<file path="src/rtl/io_cfg_pkg.sv">
package io_cfg_pkg;

    localparam int ADDR_W = 3;

    typedef enum logic [ADDR_W-1:0] {
        RA_LVL0  = 3'd0,
        RA_LVL1  = 3'd1,
        RA_DIR0  = 3'd2,
        RA_DIR1  = 3'd3,
        RA_MODE0 = 3'd4,
        RA_MODE1 = 3'd5,
        RA_STYLE = 3'd6,
        RA_NONE  = 3'd7
    } reg_addr_e;

    typedef struct packed {
        logic led;     // pin handed to LED driver
        logic is_in;   // general-purpose input
        logic level;   // requested output level
        logic od;      // open-drain style active
    } pin_cfg_t;

    typedef struct packed {
        logic oe;
        logic val;
        logic led;
    } pin_drv_t;

    function automatic pin_drv_t resolve_pin(pin_cfg_t c);
        pin_drv_t d;
        d = '0;
        if (c.led) begin
            d.led = 1'b1;
        end else if (!c.is_in) begin
            if (c.od) begin
                d.oe  = ~c.level;
                d.val = 1'b0;
            end else begin
                d.oe  = 1'b1;
                d.val = c.level;
            end
        end
        return d;
    endfunction

endpackage

</file>
<file path="src/rtl/cfg_regs.sv">
module cfg_regs
    import io_cfg_pkg::*;
#(
    parameter int PORT_W = 8
) (
    input  logic                clk,
    input  logic                rst_n,
    input  logic                strap_a1,
    input  logic                strap_a0,
    input  logic                wr_en,
    input  logic [ADDR_W-1:0]   wr_addr,
    input  logic [PORT_W-1:0]   wr_data,
    input  logic [ADDR_W-1:0]   rd_addr,
    output logic [PORT_W-1:0]   rd_data,
    output logic [2*PORT_W-1:0] lvl,
    output logic [2*PORT_W-1:0] dir,
    output logic [2*PORT_W-1:0] mode,
    output logic                pp0
);
    localparam int NPINS = 2 * PORT_W;

    logic [1:0][PORT_W-1:0] lvl_q, dir_q, mode_q;
    logic                   pp0_q;
    logic                   strap_hi;

    assign strap_hi = strap_a1 & strap_a0;

    always_ff @(posedge clk) begin
        if (!rst_n) begin
            lvl_q  <= {NPINS{strap_hi}};
            dir_q  <= '0;
            mode_q <= '0;
            pp0_q  <= 1'b0;
        end else if (wr_en) begin
            case (reg_addr_e'(wr_addr))
                RA_LVL0:  lvl_q[0]  <= wr_data;
                RA_LVL1:  lvl_q[1]  <= wr_data;
                RA_DIR0:  dir_q[0]  <= wr_data;
                RA_DIR1:  dir_q[1]  <= wr_data;
                RA_MODE0: mode_q[0] <= wr_data;
                RA_MODE1: mode_q[1] <= wr_data;
                RA_STYLE: pp0_q     <= wr_data[0];
                default:  ;
            endcase
        end
    end

    always_comb begin
        rd_data = '0;
        case (reg_addr_e'(rd_addr))
            RA_LVL0:  rd_data = lvl_q[0];
            RA_LVL1:  rd_data = lvl_q[1];
            RA_DIR0:  rd_data = dir_q[0];
            RA_DIR1:  rd_data = dir_q[1];
            RA_MODE0: rd_data = mode_q[0];
            RA_MODE1: rd_data = mode_q[1];
            RA_STYLE: rd_data[0] = pp0_q;
            default:  rd_data = '0;
        endcase
    end

    assign lvl  = lvl_q;
    assign dir  = dir_q;
    assign mode = mode_q;
    assign pp0  = pp0_q;

    // without a write, the levels never move (straps ignored)
    a_r3_levels_hold: assert property (@(posedge clk) disable iff (!rst_n)
        (!wr_en && rst_n) |=> $stable(lvl_q));

    // a write to the unmapped address leaves all state untouched
    a_r5_unmapped_write: assert property (@(posedge clk) disable iff (!rst_n)
        (wr_en && wr_addr == RA_NONE) |=>
            ($stable(lvl_q) && $stable(dir_q) && $stable(mode_q) && $stable(pp0_q)));

endmodule

</file>
<file path="src/rtl/pin_drive_cell.sv">
module pin_drive_cell
    import io_cfg_pkg::*;
(
    input  logic     clk,
    input  logic     rst_n,
    input  pin_cfg_t cfg,
    output logic     oe,
    output logic     val,
    output logic     led
);
    pin_drv_t drv;

    assign drv = resolve_pin(cfg);
    assign oe  = drv.oe;
    assign val = drv.val;
    assign led = drv.led;

    // LED pins never drive the pad
    a_r6_led_released: assert property (@(posedge clk) disable iff (!rst_n)
        cfg.led |-> (led && !oe && !val));

    // input pins never drive the pad
    a_r7_input_released: assert property (@(posedge clk) disable iff (!rst_n)
        (!cfg.led && cfg.is_in) |-> (!oe && !led));

    // open-drain never drives high
    a_r9_od_no_high: assert property (@(posedge clk) disable iff (!rst_n)
        cfg.od |-> !(oe && val));

endmodule

</file>
<file path="src/rtl/io_port_ctrl.sv">
module io_port_ctrl
    import io_cfg_pkg::*;
#(
    parameter int PORT_W = 8
) (
    input  logic                clk,
    input  logic                rst_n,
    input  logic                strap_a1,
    input  logic                strap_a0,
    input  logic                wr_en,
    input  logic [2:0]          wr_addr,
    input  logic [PORT_W-1:0]   wr_data,
    input  logic [2:0]          rd_addr,
    output logic [PORT_W-1:0]   rd_data,
    output logic [2*PORT_W-1:0] pin_oe,
    output logic [2*PORT_W-1:0] pin_out,
    output logic [2*PORT_W-1:0] pin_led
);
    localparam int NPORTS = 2;
    localparam int NPINS  = NPORTS * PORT_W;

    logic [NPINS-1:0] lvl, dir, mode;
    logic             pp0;

    cfg_regs #(.PORT_W(PORT_W)) regs_i (
        .clk      (clk),
        .rst_n    (rst_n),
        .strap_a1 (strap_a1),
        .strap_a0 (strap_a0),
        .wr_en    (wr_en),
        .wr_addr  (wr_addr),
        .wr_data  (wr_data),
        .rd_addr  (rd_addr),
        .rd_data  (rd_data),
        .lvl      (lvl),
        .dir      (dir),
        .mode     (mode),
        .pp0      (pp0)
    );

    for (genvar p = 0; p < NPORTS; p++) begin : g_port
        for (genvar b = 0; b < PORT_W; b++) begin : g_pin
            localparam int IDX = p * PORT_W + b;
            pin_cfg_t cfg;
            always_comb begin
                cfg.led   = mode[IDX];
                cfg.is_in = dir[IDX];
                cfg.level = lvl[IDX];
                if (p == 0) begin
                    cfg.od = ~pp0;
                end else begin
                    cfg.od = 1'b0;
                end
            end
            pin_drive_cell cell_i (
                .clk   (clk),
                .rst_n (rst_n),
                .cfg   (cfg),
                .oe    (pin_oe[IDX]),
                .val   (pin_out[IDX]),
                .led   (pin_led[IDX])
            );
        end
    end

endmodule

</file>
<file path="config.mk">
export PLATFORM = sky130hd
export DESIGN_NAME = io_port_ctrl
export DESIGN_NICKNAME = d
export VERILOG_FILES = /design/src/rtl/io_cfg_pkg.sv /design/src/rtl/cfg_regs.sv /design/src/rtl/pin_drive_cell.sv /design/src/rtl/io_port_ctrl.sv
export SDC_FILE = /design/constraint.sdc
export NUM_CORES = 1
export LEC_CHECK = 0
export BUFFER_PORTS_ARGS = -buffer_cell sky130_fd_sc_hd__buf_2
export CORE_MARGIN = 2
export CORE_UTILIZATION = 30
export DETAILED_ROUTE_END_ITERATION = 10
export PLACE_DENSITY = 0.48
export SYNTH_ARGS = -nofsm -noshare
export SYNTH_HDL_FRONTEND = slang
export SYNTH_HIERARCHICAL = 1
export SYNTH_SLANG_ARGS = --single-unit
</file>
<file path="constraint.sdc">
create_clock -name clk -period 2.02 [get_ports clk]
set_input_delay 0.303 -clock clk [delete_from_list [all_inputs] [get_ports clk]]
set_output_delay 0.303 -clock clk [all_outputs]
set_load 0.01 [all_outputs]
</file>
==> run metrics, run 1 <==
GPL Wtd Cong=approximately 0.74; routed wl met2=3790 um; Residual DRC=0; die outline height=101 um; Post-Syn Instances=between 200 and 300; clock root buffer=clkbuf_8; number of core rows=35; post-synth cell types=29; ys async rst share=0; I/O pin total=75; CP max stage cell=dfxtp_1; diodes inserted=0; Hold Crit Class=in -> reg; Pre-antenna DRT Iters=4; #FFs+latches synth=a little under 50; Clock Latency Late Sink=just under 0.3 ns; maximum vdd drop=273 uV; CTS sink count=around 50; Clock transition at path regs=0.10 ns; detailed-route wire length=7910 um; met1 WL=between 3000 and 4000 um; Max Used Layer=met4; Final Hold Viols=0; leading area contributor after synthesis=dfxtp_1; Core Area=9150 um2; fin crit share=0.897; CTS tree=yes; top-count cell post-synth=nand2_1; total track usage=0.160; RSZ-0062 raised after global routing=no; Layout area overhead=21.2%; dpl ws=roughly 0.18 ns; Setup WS post-layout=~0.21 ns; vias in the first global route=~2300; first-pass GRT wire length=roughly 12000 um; critical path type=reg -> out; Worst path max stage delay=a little over 0.4 ns; port bufs=74; vias per cell=4.95; max-cap viol count=0; post-detail-place hpwl=5740 um; dpl cells=around 460; wire per inst=approximately 17 um; Post-synth EDFFs=16; CP cell instances=clkinvlp_4 -> buf_4 -> nor4b_2 -> buf_2; layout cell share with drive strength beyond 1=0.346; Post-CTS Hold Buffers=0; post-layout minimum cycle time=between 1.5 and 2 ns; synth top area cells=dfxtp_1 (24%), edfxtp_1 (17%), mux2i_1 (9.6%), nor4b_2 (8.6%), nand2_1 (7.5%); Slew Viols, Final=0; initial antenna violation count=0; slew margin rel.=0.619; met3 wire length=459 um; Die W=about 100 um; final std cells w/o fill=about 470; Final nets=approximately 370; Seq/Total Area, Yosys=0.407; vias post-DR=between 2000 and 2500; hold_ws=0.282 ns; FMAX=around 550 MHz; crit path capture type=primary output; CTS H-Tree Depth=2; Syn. warnings=6; Max Clock Skew=0 ns; Die ar.=around 10000 um2; Overflow after GRT=0; largest net degree at the start of global routing=26; Post-Route Setup TNS=0 ns; Slew @ Worst Pin=between 0.5 and 0.6 ns; CP Launch Type=register; starting density of the core=0.307; Req. time, crit path=approximately 1.7 ns; Commonest cells post-synth=nand2_1 (56), dfxtp_1 (33), mux2i_1 (27); status=finished, final reports clean; Main synth FF type=dfxtp_1; clk buf depth=2; Static Leak=0.00138 uW; top cell type's share of synthesized area=0.235; CTS Buf Count=5; DRT iter0 DRCs=between 80 and 90; pwr/cell area=roughly 650 nW/um2; # setup viols final=0; CP max FO=5; CP Data Arrival Time=1.51 ns; Avg Cell Area, Syn=approximately 10 um2; Post-Synthesis Cell Area=approximately 2800 um2; Final ANT Viol Nets=0
-- power by group --
group | total, uW | leakage, uW | switching [uW] | internal [uW]
Sequential | 1120 | 0.000424 | 47.3 | 1070
Combinational | 367 | 0.000900 | 198 | 169
Clock | 735 | 0.0000574 | 332 | 403
Total | 2220 | 0.00138 | 577 | 1640
-- layout by cell type, fill, tap and decap left out --
| cell type | n |
|---|---|
| a211oi_1 | 18 |
| nor2_1 | 2 |
| conb_1 | 16 |
| clkbuf_8 | 6 |
| o31ai_1 | 1 |
| buf_2 | 74 |
| and4bb_1 | 2 |
| nand2_1 | 56 |
| a21boi_0 | 16 |
| nand4b_1 | 3 |
| mux2i_1 | 27 |
| mux2_2 | 9 |
| edfxtp_1 | 16 |
| nor2b_1 | 19 |
| buf_12 | 1 |
| a221oi_1 | 1 |
| nor4b_2 | 16 |
| and4b_1 | 2 |
| nand2b_1 | 4 |
| and2_1 | 1 |
| buf_4 | 14 |
| dfxtp_1 | 33 |
| inv_1 | 2 |
| clkinvlp_4 | 2 |
| o221ai_1 | 6 |
| bufinv_16 | 1 |
| o211ai_1 | 1 |
| nand3b_1 | 1 |
| a32oi_1 | 4 |
| o21ai_0 | 1 |
-- sequential cells by signal (all words and copies together), names as in the netlist --
| name | count |
|---|---|
| regs_i/dir | 16 |
| regs_i/mode | 16 |
| regs_i/pp0 | 1 |
| regs_i/lvl | 16 |
-- final cells by class --
cell class	count	area, um2
fillers	951	5750
multi-input cells	206	1490
flip-flops and latches	49	1140
repair buffers	89	495
well taps	111	139
clock buffers	6	82.6
clock inverters	2	37.5
inverters	3	15.0
-- cells by family (layout without fill, tap and decap cells) --
kind of cell / after synthesis / in the layout / synth area share
other: 1 / 16 / 0.00134
AO/OA/AOI/OAI: 48 / 48 / 0.132
multiplexers: 36 / 36 / 0.132
AND/OR/NAND/NOR: 106 / 106 / 0.245
flip-flops: 49 / 49 / 0.407
buffers and inverters: 34 / 100 / 0.0825
-- stage by stage --
| stage | utilization | total power [uW] | area, um2 |
|---|---|---|---|
| finish | 0.372 | 2220 | 3400 |
| global route | 0.372 | 2320 | 3400 |
| CTS | 0.368 | 2230 | 3370 |
| detailed placement | 0.355 | 1510 | 3250 |
| global placement | 0.355 | 1500 | 3250 |
| floorplan | - | 1350 | 2860 |
-- final timing paths --
check / cells past startpoint / slack (ns) / to / from
worst max register to register: 2 / 1.27 / regs_i/mode[10]$_SDFFE_PN0P_ / regs_i/mode[10]$_SDFFE_PN0P_
worst max-delay path: 4 / 0.21 / pin_out[2] / regs_i/pp0$_SDFFE_PN0P_
worst min-delay path: 3 / 0.28 / regs_i/mode[10]$_SDFFE_PN0P_ / wr_data[2]
worst min register to register: 2 / 0.52 / regs_i/dir[15]$_SDFFE_PN0P_ / regs_i/dir[15]$_SDFFE_PN0P_
-- per-layer routing --
metal | GRT usage | vias up
li1 | - | 1134
met1 | 0.222 | 1103
met2 | 0.268 | 67
met3 | 0.0236 | 2
met4 | 0.0285 | 0
met5 | 0 | -
-- repair_timing --
| item | 4_1_cts | 5_1_grt |
|---|---|---|
| buffers inserted | 0 | 2 |
| gates resized for setup | 0 | 1 |
| setup endpoints to repair | 0 | 1 |
-- worst max-delay path, delay by kind of cell, from the launching register on --
family	cells	cell delay (ns)
buffers and inverters	3	0.53
AND/OR/NAND/NOR	1	0.26
flip-flops	1	0.41
No activity file was read; power rests on OpenSTA's default activity.
==> run 2: changes to the inputs <==
==> constraint.sdc (replaced) <==
create_clock -name clk -period 2.02 [get_ports clk]
set_input_delay 0.404 -clock clk [delete_from_list [all_inputs] [get_ports clk]]
set_output_delay 0.404 -clock clk [all_outputs]
set_load 0.01 [all_outputs]
==> run 2 against run 1 <==
  * Highest routed layer unchanged
  * Sequential cell count stayed put
  * First-iteration DRC count up 3.4%
  * Clock-buffer cell count is 1 lower
  * Core utilization is 0.37 points higher
  * Hold slack better by 0.099 ns
  * Routed wire length increased by 0.32%
  * Via count increased by 1.3%
  * Sequential share of layout area decreased by 0.33 points
  * Register-to-register slack got worse by 0.03 ns
  * Critical endpoint is now rd_data[1]
  * Cell count grew 0.86%
  * Die area unchanged
==> run metrics, run 2 (synthesis results as in run 1) <==
Residual DRC=0 (unchanged); most frequent cells in the layout=buf_2 (73), nand2_1 (56), dfxtp_1 (33); fin crit share=0.951 (+0.0544); die outline height=101 um (unchanged); critical path type=in -> out; port bufs=74 (unchanged); clock root buffer=clkbuf_8; wire per inst=16.9 um (-0.54%); # setup viols final=0 (unchanged); starting density of the core=0.307 (unchanged); I/O pin total=75 (unchanged); diodes inserted=0 (unchanged); crit path capture type=primary output; final std cells w/o fill=470 (+0.86%); FMAX=520 MHz (-5.7%); Final ANT Viol Nets=0 (unchanged); met3 wire length=485 um (+5.7%); post-route cell area=3430 um2 (+0.99%); Overflow after GRT=0 (unchanged); dpl cells=459 (+0.66%); vias post-DR=2336 (+1.3%); Final nets=377 (+1.1%); Post-Route Setup TNS=0 ns (unchanged); Slew @ Worst Pin=0.499 ns (-0.0698 ns); Max Clock Skew=0 ns (unchanged); detailed-route wire length=7930 um (+0.32%); Layout area overhead=22.4%; Static Leak=0.00140 uW (+1.6%); Core Area=9150 um2 (unchanged); CTS tree=yes; initial antenna violation count=0 (unchanged); post-layout minimum cycle time=1.92 ns (+0.110 ns); most common cell after layout, fill and taps aside=buf_2; CTS H-Tree Depth=2 (unchanged); Max Used Layer=met4; maximum vdd drop=293 uV (+7.5%); Pre-antenna DRT Iters=4 (unchanged); CP max FO=15 (+10); Slew Viols, Final=0 (unchanged); Clock transition at path regs=0.10 ns (about the same); number of core rows=35 (unchanged); routed wl met2=3770 um (-0.45%); Post-CTS Hold Buffers=0 (unchanged); total track usage=0.161 (+0.000297); vias per cell=4.97 (+0.44%); Die ar.=10100 um2 (unchanged); clk buf depth=2 (unchanged); pwr/cell area=674 nW/um2 (+3.2%); vias in the first global route=2302 (+0.48%); GPL Wtd Cong=0.782 (+5.9%); Setup WS post-layout=0.0981 ns (-0.110 ns); RSZ-0062 raised after global routing=no; largest net degree at the start of global routing=26 (unchanged); Hold Crit Class=in -> reg; met1 WL=3600 um (-0.77%); slew margin rel.=0.667 (+0.0483); max-cap viol count=0 (unchanged); Final Hold Viols=0 (unchanged); CP Data Arrival Time=1.52 ns (about the same); dpl cell area=3270 um2 (+0.69%); DRT iter0 DRCs=90 (+3.4%); CP Launch Type=input pin; post-detail-place hpwl=5700 um (-0.64%); first-pass GRT wire length=12300 um (-1.2%); CTS Buf Count=5 (unchanged); Req. time, crit path=1.62 ns (-0.10 ns); fillcell total=967 (+1.7%); CTS sink count=49 (unchanged); status=finished, final reports clean; dpl ws=0.0498 ns (-0.135 ns); Clock Latency Late Sink=0.30 ns (about the same); Die W=101 um (unchanged); hold_ws=0.381 ns (+0.0990 ns); layout cell share with drive strength beyond 1=0.354 (+0.00728)
==> run 2: cell type report <==
cell class | instances | area [um2] | area share
sequential | 49 | 1140 | 0.332
multi-input combinational | 206 | 1490 | 0.434
timing repair buffer | 93 | 515 | 0.150
clock inverter | 3 | 65.1 | 0.0189
tap | 111 | 139 | 0.0404
inverter | 3 | 15.0 | 0.00437
clock buffer | 5 | 68.8 | 0.0200
==> run 2: metal layers <==
metal | vias up | GRT usage
li1 | 1146 | -
met1 | 1106 | 0.213
met2 | 78 | 0.270
met3 | 6 | 0.0284
met4 | 0 | 0.0400
met5 | - | 0
==> run 2: report_power, final <==
| part | switching [uW] | internal (uW) | total (uW) |
|---|---|---|---|
| clock network | 332 | 492 | 824 |
| registers | 48.8 | 1070 | 1120 |
| logic | 198 | 172 | 370 |
| total | 578 | 1740 | 2310 |
==> run 2: final timing paths <==
kind	endpoint	from	depth (start not counted)	slack (ns)
max reg2reg	regs_i/mode[10]$_SDFFE_PN0P_	regs_i/mode[10]$_SDFFE_PN0P_	2	1.24
min	regs_i/dir[9]$_SDFFE_PN0P_	wr_data[1]	3	0.38
min reg2reg	regs_i/dir[9]$_SDFFE_PN0P_	regs_i/dir[9]$_SDFFE_PN0P_	2	0.52
max	rd_data[1]	rd_addr[0]	6	0.1
==> run 2: critical path, cell delays in order <==
cell,delay (ns)
clkbuf_4,0.21
buf_4,0.19
nor2_1,0.21
nand2_1,0.09
o221ai_1,0.22
buf_2,0.18
==> run 2: timing repair <==
action | in CTS | in global routing
resized for setup | 1 | 1
setup endpoints to repair | 1 | 5
setup buffers | 3 | 0
==> run 2: through the flow <==
step	power [uW]	utilization
final	2310	0.375
after global routing	2410	0.375
after CTS	2340	0.375
after detailed placement	1510	0.357
after global placement	1510	0.357
after floorplan	1350	-
